## src/rtl/chanregs_pkg.sv

```systemverilog
`timescale 1ns/1ps
package chanregs_pkg;

  // Decoded per-access strobes from the control to the datapath.
  typedef struct packed {
    logic rdAny;
    logic modeRd;
    logic modeWr;
    logic statRd;
    logic rhrRd;
    logic thrWr;
    logic rxOn;
    logic rxOff;
    logic txOn;
    logic txOff;
    logic ptrRst;
    logic rxRst;
    logic txRst;
    logic errRst;
    logic brkAck;
  } chanStrobe_t;

  typedef enum logic [3:0] {
    CMD_NOP     = 4'd0,
    CMD_PTR_RST = 4'd1,
    CMD_RX_RST  = 4'd2,
    CMD_TX_RST  = 4'd3,
    CMD_ERR_RST = 4'd4,
    CMD_BRK_ACK = 4'd5
  } cmdCode_t;

  // Register offsets after the byte-lane swap (low address bit inverted).
  localparam logic [3:0] OFS_MODE = 4'h1;
  localparam logic [3:0] OFS_STAT = 4'h3;
  localparam logic [3:0] OFS_CMD  = 4'h5;
  localparam logic [3:0] OFS_HOLD = 4'h7;

  // Status bit positions.
  localparam int ST_RXRDY = 0;
  localparam int ST_FULL  = 1;
  localparam int ST_TXRDY = 2;
  localparam int ST_TXEMT = 3;
  localparam int ST_OVR   = 4;
  localparam int ST_PAR   = 5;
  localparam int ST_FRM   = 6;
  localparam int ST_BRK   = 7;

endpackage

```

## src/rtl/chanregs_rxfifo.sv

```systemverilog
`timescale 1ns/1ps
module chanregs_rxfifo #(
  parameter int DATA_W = 8,
  parameter int DEPTH  = 3
) (
  input  logic                       clk,
  input  logic                       rstN,
  input  logic                       push,
  input  logic [DATA_W-1:0]          pushData,
  input  logic                       pop,
  input  logic                       flush,
  output logic [DATA_W-1:0]          headData,
  output logic [$clog2(DEPTH+1)-1:0] count
);
  localparam int IW = $clog2(DEPTH);
  localparam int CW = $clog2(DEPTH + 1);
  localparam logic [CW:0]   DEPTH_S = (CW + 1)'(DEPTH);
  localparam logic [IW-1:0] LAST_IDX = IW'(DEPTH - 1);

  logic [DATA_W-1:0] mem [DEPTH];
  logic [IW-1:0]     rdIdx;
  logic [CW:0]       posSum;
  logic [IW-1:0]     wrPos;
  logic              doPop;
  logic              advance;

  always_comb begin
    posSum  = (CW + 1)'(rdIdx) + (CW + 1)'(count);
    wrPos   = (posSum >= DEPTH_S) ? IW'(posSum - DEPTH_S) : IW'(posSum);
    doPop   = pop && (count != '0);
    // The head index stays on the last entry when the queue drains.
    advance = doPop && ((count > CW'(1)) || push);
  end

  assign headData = mem[rdIdx];

  always_ff @(posedge clk or negedge rstN) begin
    if (!rstN) begin
      rdIdx <= '0;
      count <= '0;
      for (int i = 0; i < DEPTH; i++) mem[i] <= '0;
    end else begin
      if (push) mem[wrPos] <= pushData;
      if (flush) begin
        count <= '0;
      end else begin
        if (advance) rdIdx <= (rdIdx == LAST_IDX) ? '0 : rdIdx + IW'(1);
        count <= count + CW'(push) - CW'(doPop);
      end
    end
  end

  AST_PUSH_HAS_ROOM: assert property (@(posedge clk) disable iff (!rstN)
    push |-> (count < CW'(DEPTH)));
  AST_EMPTY_READ_HOLDS: assert property (@(posedge clk) disable iff (!rstN)
    (pop && count == '0 && !push && !flush) |=> ($stable(rdIdx) && count == '0));

endmodule

```

## src/rtl/chanregs_ctrl.sv

```systemverilog
`timescale 1ns/1ps
module chanregs_ctrl
  import chanregs_pkg::*;
#(
  parameter int          ADDR_W  = 8,
  parameter int          DATA_W  = 8,
  parameter int unsigned CHAN_ID = 0
) (
  input  logic [ADDR_W-1:0] busAddr,
  input  logic              busWr,
  input  logic              busRd,
  input  logic [DATA_W-1:0] busWrData,
  output chanStrobe_t       strb
);
  localparam logic [ADDR_W-5:0] CHAN_SEL = CHAN_ID[ADDR_W-5:0];

  logic     hit;
  logic [3:0] ofs;
  cmdCode_t code;

  always_comb begin
    hit  = (busAddr[ADDR_W-1:4] == CHAN_SEL);
    ofs  = busAddr[3:0] ^ 4'h1;
    code = cmdCode_t'(busWrData[7:4]);
    strb = '0;
    strb.rdAny = busRd;
    if (hit && busRd) begin
      unique case (ofs)
        OFS_MODE: strb.modeRd = 1'b1;
        OFS_STAT: strb.statRd = 1'b1;
        OFS_HOLD: strb.rhrRd  = 1'b1;
        default:  ;
      endcase
    end
    if (hit && busWr) begin
      unique case (ofs)
        OFS_MODE: strb.modeWr = 1'b1;
        OFS_CMD: begin
          strb.rxOn  = busWrData[0];
          strb.rxOff = busWrData[1];
          strb.txOn  = busWrData[2];
          strb.txOff = busWrData[3];
          unique case (code)
            CMD_PTR_RST: strb.ptrRst = 1'b1;
            CMD_RX_RST:  strb.rxRst  = 1'b1;
            CMD_TX_RST:  strb.txRst  = 1'b1;
            CMD_ERR_RST: strb.errRst = 1'b1;
            CMD_BRK_ACK: strb.brkAck = 1'b1;
            default:     ;
          endcase
        end
        OFS_HOLD: strb.thrWr = 1'b1;
        default:  ;   // clock-select and unmapped writes are discarded
      endcase
    end
  end

endmodule

```

## src/rtl/chanregs_dp.sv

```systemverilog
`timescale 1ns/1ps
module chanregs_dp
  import chanregs_pkg::*;
#(
  parameter int DATA_W = 8,
  parameter int DEPTH  = 3
) (
  input  logic              clk,
  input  logic              rstN,
  input  chanStrobe_t       strb,
  input  logic [DATA_W-1:0] wrData,
  output logic [DATA_W-1:0] rdData,
  input  logic [DATA_W-1:0] rxByte,
  input  logic              rxValid,
  input  logic              rxBreak,
  output logic              rxReady,
  output logic [DATA_W-1:0] txByte,
  output logic              txValid,
  input  logic              txReady,
  output logic              evtRxReady,
  output logic              evtTxReady,
  output logic              evtBreak,
  output logic              evtBreakAck
);
  localparam int CW = $clog2(DEPTH + 1);
  localparam logic [CW-1:0] FULL_CNT = CW'(DEPTH);

  logic [CW-1:0]     fifoCount;
  logic [DATA_W-1:0] headData;
  logic [DATA_W-1:0] pushData;
  logic [DATA_W-1:0] modeReg [2];
  logic [DATA_W-1:0] statusW;
  logic [DATA_W-1:0] rdMux;
  logic rxEn, txEn, txPend, brkSt, ovrSt, modePtr;
  logic rxEnN, txEnN, txPendN, brkN, ovrN, ptrN;
  logic fifoFull, fifoEmpty, accept, overrunHit, popHit, txRdy, txRdyN;

  always_comb begin
    fifoFull   = (fifoCount == FULL_CNT);
    fifoEmpty  = (fifoCount == '0);
    rxReady    = rxEn && !fifoFull;
    accept     = rxValid && rxReady;
    overrunHit = rxValid && rxEn && fifoFull;
    popHit     = strb.rhrRd && !fifoEmpty;
    pushData   = rxBreak ? '0 : rxByte;
    txRdy      = txEn && !txPend;

    statusW           = '0;
    statusW[ST_RXRDY] = !fifoEmpty;
    statusW[ST_FULL]  = fifoFull;
    statusW[ST_TXRDY] = txRdy;
    statusW[ST_TXEMT] = txRdy;
    statusW[ST_OVR]   = ovrSt;
    statusW[ST_PAR]   = 1'b0;
    statusW[ST_FRM]   = 1'b0;
    statusW[ST_BRK]   = brkSt;

    rdMux = '0;
    if (strb.modeRd)      rdMux = modeReg[modePtr];
    else if (strb.statRd) rdMux = statusW;
    else if (strb.rhrRd)  rdMux = headData;

    // Enable bits first, then the command code.
    rxEnN = rxEn;
    if (strb.rxOn)  rxEnN = 1'b1;
    if (strb.rxOff) rxEnN = 1'b0;
    if (strb.rxRst) rxEnN = 1'b0;
    txEnN = txEn;
    if (strb.txOn)  txEnN = 1'b1;
    if (strb.txOff) txEnN = 1'b0;
    if (strb.txRst) txEnN = 1'b0;

    txPendN = txPend;
    if (txValid && txReady)  txPendN = 1'b0;
    if (strb.thrWr && txRdy) txPendN = 1'b1;
    if (strb.txRst)          txPendN = 1'b0;
    txRdyN = txEnN && !txPendN;

    brkN = brkSt;
    if (popHit && brkSt)     brkN = 1'b0;
    if (accept && rxBreak)   brkN = 1'b1;
    if (strb.errRst)         brkN = 1'b0;
    ovrN = ovrSt || overrunHit;
    if (strb.errRst)         ovrN = 1'b0;

    ptrN = modePtr;
    if (strb.modeRd || strb.modeWr) ptrN = 1'b1;
    if (strb.ptrRst)                ptrN = 1'b0;
  end

  chanregs_rxfifo #(.DATA_W(DATA_W), .DEPTH(DEPTH)) rxq_i (
    .clk      (clk),
    .rstN     (rstN),
    .push     (accept),
    .pushData (pushData),
    .pop      (strb.rhrRd),
    .flush    (strb.rxRst),
    .headData (headData),
    .count    (fifoCount)
  );

  assign txValid = txPend;

  always_ff @(posedge clk or negedge rstN) begin
    if (!rstN) begin
      rxEn        <= 1'b0;
      txEn        <= 1'b0;
      txPend      <= 1'b0;
      txByte      <= '0;
      brkSt       <= 1'b0;
      ovrSt       <= 1'b0;
      modePtr     <= 1'b0;
      modeReg[0]  <= '0;
      modeReg[1]  <= '0;
      rdData      <= '0;
      evtRxReady  <= 1'b0;
      evtTxReady  <= 1'b0;
      evtBreak    <= 1'b0;
      evtBreakAck <= 1'b0;
    end else begin
      rxEn    <= rxEnN;
      txEn    <= txEnN;
      txPend  <= txPendN;
      brkSt   <= brkN;
      ovrSt   <= ovrN;
      modePtr <= ptrN;
      if (strb.thrWr && txRdy) txByte <= wrData;
      if (strb.modeWr)         modeReg[modePtr] <= wrData;
      if (strb.rdAny)          rdData <= rdMux;
      evtRxReady  <= accept && fifoEmpty && !strb.rxRst;
      evtTxReady  <= txRdyN && !txRdy;
      evtBreak    <= (accept && rxBreak && !brkSt) || (popHit && brkSt);
      evtBreakAck <= strb.brkAck;
    end
  end

  AST_RXEVT_NONEMPTY: assert property (@(posedge clk) disable iff (!rstN)
    evtRxReady |-> (fifoCount != '0));
  AST_TX_HELD: assert property (@(posedge clk) disable iff (!rstN)
    (txValid && !txReady && !strb.txRst) |=> (txValid && $stable(txByte)));
  AST_PTR_STICKY: assert property (@(posedge clk) disable iff (!rstN)
    (modePtr && !strb.ptrRst) |=> modePtr);
  AST_RXRST_EMPTIES: assert property (@(posedge clk) disable iff (!rstN)
    strb.rxRst |=> (fifoCount == '0 && !rxReady));

endmodule

```

## src/rtl/chanregs_top.sv

```systemverilog
`timescale 1ns/1ps
module chanregs_top
  import chanregs_pkg::*;
#(
  parameter int          ADDR_W  = 8,
  parameter int          DATA_W  = 8,
  parameter int          DEPTH   = 3,
  parameter int unsigned CHAN_ID = 0
) (
  input  logic              clk,
  input  logic              rstN,
  input  logic [ADDR_W-1:0] busAddr,
  input  logic              busWr,
  input  logic              busRd,
  input  logic [DATA_W-1:0] busWrData,
  output logic [DATA_W-1:0] busRdData,
  input  logic [DATA_W-1:0] rxByte,
  input  logic              rxValid,
  input  logic              rxBreak,
  output logic              rxReady,
  output logic [DATA_W-1:0] txByte,
  output logic              txValid,
  input  logic              txReady,
  output logic              evtRxReady,
  output logic              evtTxReady,
  output logic              evtBreak,
  output logic              evtBreakAck
);
  chanStrobe_t strb;

  chanregs_ctrl #(.ADDR_W(ADDR_W), .DATA_W(DATA_W), .CHAN_ID(CHAN_ID)) ctrl_i (
    .busAddr   (busAddr),
    .busWr     (busWr),
    .busRd     (busRd),
    .busWrData (busWrData),
    .strb      (strb)
  );

  chanregs_dp #(.DATA_W(DATA_W), .DEPTH(DEPTH)) dp_i (
    .clk         (clk),
    .rstN        (rstN),
    .strb        (strb),
    .wrData      (busWrData),
    .rdData      (busRdData),
    .rxByte      (rxByte),
    .rxValid     (rxValid),
    .rxBreak     (rxBreak),
    .rxReady     (rxReady),
    .txByte      (txByte),
    .txValid     (txValid),
    .txReady     (txReady),
    .evtRxReady  (evtRxReady),
    .evtTxReady  (evtTxReady),
    .evtBreak    (evtBreak),
    .evtBreakAck (evtBreakAck)
  );

endmodule

```

## config.mk

```make
export PLATFORM = sky130hd
export DESIGN_NAME = chanregs_top
export DESIGN_NICKNAME = d
export VERILOG_FILES = /design/src/rtl/chanregs_pkg.sv /design/src/rtl/chanregs_rxfifo.sv /design/src/rtl/chanregs_ctrl.sv /design/src/rtl/chanregs_dp.sv /design/src/rtl/chanregs_top.sv
export SDC_FILE = /design/constraint.sdc
export NUM_CORES = 1
export LEC_CHECK = 0
export ABC_AREA = 1
export CAP_MARGIN = 5
export CORE_ASPECT_RATIO = 0.6
export CORE_MARGIN = 2
export CORE_UTILIZATION = 42
export DETAILED_ROUTE_END_ITERATION = 8
export SLEW_MARGIN = 40
export SYNTH_ARGS = -nofsm -noshare
export SYNTH_HDL_FRONTEND = slang
export SYNTH_SLANG_ARGS = --single-unit
```

## constraint.sdc

```tcl
create_clock -name clk -period 4.8 [get_ports clk]
set_input_delay 1.2 -clock clk [delete_from_list [all_inputs] [get_ports clk]]
set_output_delay 1.2 -clock clk [all_outputs]
set_load 0.02 [all_outputs]
```

---- Word-level counts from Yosys, hierarchy flattened ----
Index checks and enable logic that the tools add are counted.
storage, ports and cells
  register bits after elaboration ......... 70
  latch bits .............................. 0
  RAM bits ................................ 0
  bits in read-only memories .............. 0
  input port bits ......................... 31
  output and inout port bits .............. 22
  word-level logic and storage cells ...... 133
  memories kept ........................... 0
cells by class
  add/subtract/negate cells ............... 5
  $mul .................................... 0
  div/mod/pow operators ................... 0
  $lt $le $gt $ge ......................... 7
  equal/unequal tests ..................... 11
  shift-type cells ........................ 0
  multiplexer cells ....................... 47
  bitwise logic cells ..................... 5
  reductions and logical operators ........ 39
operators by type and width
  cell                                                                   number
  8-bit 2-to-1 mux                                                       11
  1-bit 2-to-1 mux                                                       25
  24-bit bitwise mux                                                     1
  1-bit logical AND                                                      21
  8-bit binary-select mux with 2-bit select                              1
  16-bit bitwise mux                                                     1
  8-bit demux with 2-bit select                                          1
  4-bit by 3-bit == test with 1-bit output, second input constant        4
  4-bit by 2-bit == test with 1-bit output, second input constant        3
  10-bit 2-to-1 mux                                                      1
  9-bit 2-to-1 mux                                                       1
  8-bit demux with 1-bit select                                          1
  4-bit by 1-bit == test with 1-bit output, second input constant        2
  2-bit 2-to-1 mux                                                       4
  1-bit zero test                                                        7
  3-bit >= comparator, second input constant                             2
  2-bit inverter with 3-bit output                                       2
  3-bit nonzero test                                                     2
  2-bit == test, second input constant                                   2
  4-bit zero test                                                        1
  1-bit logical OR                                                       4
  2-bit nonzero test                                                     2
  2-bit by 2-bit adder with 3-bit output                                 1
  3-bit by 2-bit >= comparator with 1-bit output, second input constant  1
  other kinds (12)                                                       13

---- Logic depth before layout (Yosys ltp) ----
  depth after elaboration ................. 10
  gate-level depth with buffers ........... 13
  mapped depth without buffers ............ 13

---- By module ----
Synthesis repeated with hierarchy kept, for this count alone.
second synthesis, totals
  cell total of the unflattened synthesis .. 495
  area total of the unflattened synthesis .. 3813.7 µm²
modules (own cells, without submodules)
  module           instances  cells each  area an instance (µm²)
  chanregs_dp      1          248         2039.5
  chanregs_rxfifo  1          192         1525.2
  chanregs_ctrl    1          55          249.0

---- Worst setup path after synthesis ----
No wires, ideal clock.
  path kind ............................... in2reg
  start ................................... input busAddr[5]
  end ..................................... register dp_i.rxq_i.count[1]
  setup time .............................. 0.131 ns
  arrival time ............................ 2.421 ns
  path slack .............................. 2.249 ns
  stages on the path ...................... 10
  buffers on the path ..................... 0
  cells stage by stage .................... nor2_1 > nand2_1 > nor2_1 > nand3_1 > inv_2 > ha_1 > inv_1 > ha_1 > xor2_1 > nor2_1
on the way
  word-level cells in the longest chain between the ends .. 6
RTL lines
  element                                      line                   source
  start, declared                              chanregs_top.sv:12     input logic [ADDR_W-1:0] busAddr,
  4-bit zero test (*)                          chanregs_ctrl.sv:22    hit = (busAddr[ADDR_W-1:4] == CHAN_SEL);
  1-bit logical AND                            chanregs_ctrl.sv:27    if (hit && busRd) begin
  2-bit 2-to-1 mux                             chanregs_ctrl.sv:27
  1-bit logical AND                            chanregs_rxfifo.sv:30  doPop = pop && (count != '0);
  2-bit by 1-bit subtractor with 2-bit output  chanregs_rxfifo.sv:48  count <= count + CW'(push) - CW'(doPop);
  2-bit 2-to-1 mux (*)                         chanregs_rxfifo.sv:44  if (flush) begin
  end signal, assigned                         chanregs_rxfifo.sv:48
  end, declared                                chanregs_rxfifo.sv:13  output logic [$clog2(DEPTH+1)-1:0] count
Mark *: on every way between the ends. The rest lies on a longest branch, timed or not.
A chain may end at the register's enable or synchronous reset.

---- Worst setup path after layout ----
  start ................................... register dp_i.rxq_i.rdIdx[0]
  end ..................................... register dp_i.rxq_i.mem[1] (netlist bit)
on the way
  word-level cells in the longest chain between the ends .. 9
RTL lines
  element                                                                                                             line                   source
  start, declared                                                                                                     chanregs_rxfifo.sv:21  logic [IW-1:0] rdIdx;
  start signal, assigned                                                                                              chanregs_rxfifo.sv:47  if (advance) rdIdx <= (rdIdx == LAST_IDX) ? '0 : rdIdx + IW'(1);
  2-bit by 2-bit adder with 3-bit output (*)                                                                          chanregs_rxfifo.sv:28  posSum = (CW + 1)'(rdIdx) + (CW + 1)'(count);
  3-bit by 2-bit >= comparator with 1-bit output or 2-bit subtractor (tied branches)                                  chanregs_rxfifo.sv:29  wrPos = (posSum >= DEPTH_S) ? IW'(posSum - DEPTH_S) : IW'(posSum);
  2-bit 2-to-1 mux (*)                                                                                                chanregs_rxfifo.sv:29
  2-bit inverter with 3-bit output (not written as such) (*)                                                          chanregs_rxfifo.sv:43  if (push) mem[wrPos] <= pushData;
  3-bit >= comparator (not written as such) or 3-bit by 1-bit less-than comparator with 1-bit output (tied branches)  chanregs_rxfifo.sv:43
  1-bit logical AND (not written as such)                                                                             chanregs_rxfifo.sv:43
  8-bit 2-to-1 mux (not written as such)                                                                              chanregs_rxfifo.sv:43
  8-bit demux with 2-bit select (*)                                                                                   chanregs_rxfifo.sv:43
  24-bit bitwise mux (*)                                                                                              chanregs_rxfifo.sv:43
  end signal, assigned by index                                                                                       chanregs_rxfifo.sv:43
  end, declared                                                                                                       chanregs_rxfifo.sv:20  logic [DATA_W-1:0] mem [DEPTH];
Marked as above.

==> results_dict.tcl <==
set metrics [dict create \
    status "finished clean" \
    die_w_microns 122 \
    cts_setup_buffers 0 \
    firstDrtPassIters 4 \
    drive_gt1_share_pct 6.82 \
    crit_fanout 18 \
    worstHoldPathType "reg2reg" \
    htree_levels 3 \
    clock_skew_ns 0.00474 \
    fin_crit_ns 3.01 \
    cts_tree "done" \
    ys_ff_latch 70 \
    dp_hpwl_mm 6.68 \
    ios 53 \
    relSlewSlack_pct 51.4 \
    setup_tns_ns 0 \
    slew_viol_final 0 \
    post-route-period-util_pct 62.6 \
    cts-resized-gates 0 \
    synth_edf_count 0 \
    synth_nets 487 \
    cts_sinks 70 \
    clk_pin_slew_ns 0.05 \
    crit_type "reg2reg" \
    syn_inst 451 \
    synth_warnings 0 \
    rr_worst_depth 13 \
    dieArea_sq_mm 0.00909 \
    most-common-layout-cells "nand2_1, dfrtp_1, nand3_1" \
    final_antenna_net_count 0 \
    avgSynthCellArea_sq_um 7.75 \
    start_kind "flop" \
    whs_ns 0.468 \
    setup_viol 0 \
    rows 25 \
    syn2layout_area_growth_pct 27.3 \
    max_freq_ghz 0.333 \
    endpoint "dp_i.rxq_i.mem[1]$_DFFE_PN0P_" \
    hold_viol 0 \
    insertion_delay_ns 0.33 \
    maxCapViolCount 0 \
    grt-ovfl-total 0 \
    cp-startpoint "dp_i.rxq_i.rdIdx[0]$_DFFE_PN0P_" \
    synthDistinctLibCells 31 \
    drc 0 \
    synthArstFlopShare_pct 100 \
    clock_path_buffers 2 \
    r2r-end "dp_i.rxq_i.mem[1]$_DFFE_PN0P_" \
    final_area_sq_mm 0.00445 \
    viasPerCell 4.94 \
    antenna_found_initial 0 \
    worstMarginPinSlew_ns 0.727 \
    coreArea_sq_mm 0.00798 \
    start_util_pct 43.8 \
    cellLeakagePower_nw 2.30 \
    grt_usage_pct 21.0 \
    reg2reg_slack_ns 1.79 \
    grt_max_degree 38 \
    final_common_cell "nand2_1" \
    routabilityCongestion 0.811 \
    vias 3067 \
    grt_pass1_vias 2813 \
    avgRoutedWirePerCell_microns 13.9 \
    ir_drop_uv 238 \
    power_density_mw_per_mm2 373 \
    synth.cell_area_sq_mm 0.00349 \
    nNetsFinal 544 \
    critPathCaptureType "flop" \
    postCtsHoldBufs 0 \
    rr_startpoint "dp_i.rxq_i.rdIdx[0]$_DFFE_PN0P_" \
    yosysSeqAreaShare_pct 50.1 \
    diodes 0 \
    grt_setup_unrepaired "no" \
    synth_ff_type "dfrtp_1" \
    required_ns 5.02 \
    port_buffers 52 \
    place_area_sq_mm 0.00411 \
    cts.root.buffer_cell "clkbuf_16" \
    grt_pass1_wl_mm 14.4 \
    drt_wl_total_mm 8.61 \
    dieHeight_microns 74.6 \
    numCtsBuffers 9 \
    cp.arrival_ns 3.23 \
    drt_iter0_markers 286 \
]
area by class of cell:
| cell class | instances | area, sq um |
|---|---|---|
| Tap cell | 108 | 135 |
| Clock inverter | 3 | 65.1 |
| Multi-Input combinational cell | 322 | 1500 |
| Sequential cell | 70 | 1750 |
| Clock buffer | 13 | 270 |
| Timing Repair Buffer | 54 | 533 |
| Fill cell | 784 | 3530 |
| Inverter | 51 | 191 |
how the worst min path moves through the flow:
stage | from | endpoint | slack, ns | cells after the start
2_1_floorplan | dp_i.rxq_i.mem[0]$_DFFE_PN0P_ | dp_i.rxq_i.mem[0]$_DFFE_PN0P_ | 0.44 | 2
3_3_place_gp | dp_i.rxq_i.mem[10]$_DFFE_PN0P_ | dp_i.rxq_i.mem[10]$_DFFE_PN0P_ | 0.45 | 2
3_5_place_dp | dp_i.rxq_i.mem[8]$_DFFE_PN0P_ | dp_i.rxq_i.mem[8]$_DFFE_PN0P_ | 0.46 | 2
4_1_cts | dp_i.rxq_i.mem[9]$_DFFE_PN0P_ | dp_i.rxq_i.mem[9]$_DFFE_PN0P_ | 0.47 | 2
5_1_grt | dp_i.rxq_i.mem[9]$_DFFE_PN0P_ | dp_i.rxq_i.mem[9]$_DFFE_PN0P_ | 0.50 | 2
6_report | dp_i.rxq_i.mem[9]$_DFFE_PN0P_ | dp_i.rxq_i.mem[9]$_DFFE_PN0P_ | 0.47 | 2
cells by family after synthesis:
kind of cell	share of synthesized area, %
xor+xnor	0.502
fa+ha+maj	2.01
compound gates	6.34
flops	50.1
simple gates	34.1
buf+inv	6.88
cell usage after synthesis, types with 2 or more instances:
cell type | n | area [sq um]
inv_1 | 46 | 173
a21oi_1 | 6 | 30.0
nand4_1 | 8 | 50.1
buf_2 | 3 | 15.0
nand2_1 | 160 | 601
nor3_1 | 7 | 35.0
nor2_1 | 29 | 109
dfrtp_1 | 70 | 1750
nor2_2 | 3 | 18.8
and2_1 | 2 | 12.5
a21oi_2 | 2 | 17.5
nand3_1 | 57 | 285
nand2_2 | 2 | 12.5
ha_1 | 4 | 50.1
inv_2 | 4 | 15.0
o21ai_1 | 8 | 40.0
o21ai_0 | 25 | 125
buf_4 | 2 | 15.0
critical path, cell delays in order (launching register included):
cell and delay [ns]:
dfrtp_1 0.41, ha_1 0.17, inv_1 0.04, fa_1 0.51, inv_1 0.10, ha_1 0.19
inv_1 0.09, nand2_1 0.08, nand2_1 0.10, nand2_1 0.08, nor2_2 0.55, nand2_1 0.37
nand2_1 0.15, nand2_1 0.06
metal layers:
layer,share of wire [%],GRT usage (%),vias up,wire (microns)
li1,-,-,1556,-
met1,54,33.0,1443,4670
met2,39,27.9,59,3340
met3,5.9,6.21,9,504
met4,0.94,5.75,0,81
met5,0,0,-,0
per-stage QoR:
step	total power, W	setup slack, ns	cells	utilization (%)
final	0.00166	1.79	621	55.8
after global routing	0.00174	1.45	621	55.8
after CTS	0.00167	1.82	621	55.7
after detailed placement	0.000933	1.52	605	51.5
after global placement	0.000923	1.60	605	51.5
after floorplan	0.000836	2.25	451	-
flip-flops by register name, summed over array words and instances (netlist names):
register	flops
dp_i.rxq_i.count	2
dp_i.rxq_i.mem	24
dp_i.evtRxReady	1
dp_i.modeReg	16
dp_i.txValid	1
dp_i.txEn	1
dp_i.txByte	8
dp_i.evtBreak	1
dp_i.modePtr	1
dp_i.evtBreakAck	1
dp_i.rdData	8
dp_i.rxq_i.rdIdx	2
dp_i.ovrSt	1
dp_i.brkSt	1
dp_i.evtTxReady	1
dp_i.rxEn	1
power breakdown:
group	total (W)	switching, W	internal [W]
sequential	0.000657	0.0000269	0.000631
combinational	0.000265	0.000175	0.0000906
clock	0.000737	0.000241	0.000496
No activity file was read; power rests on OpenSTA's default activity.
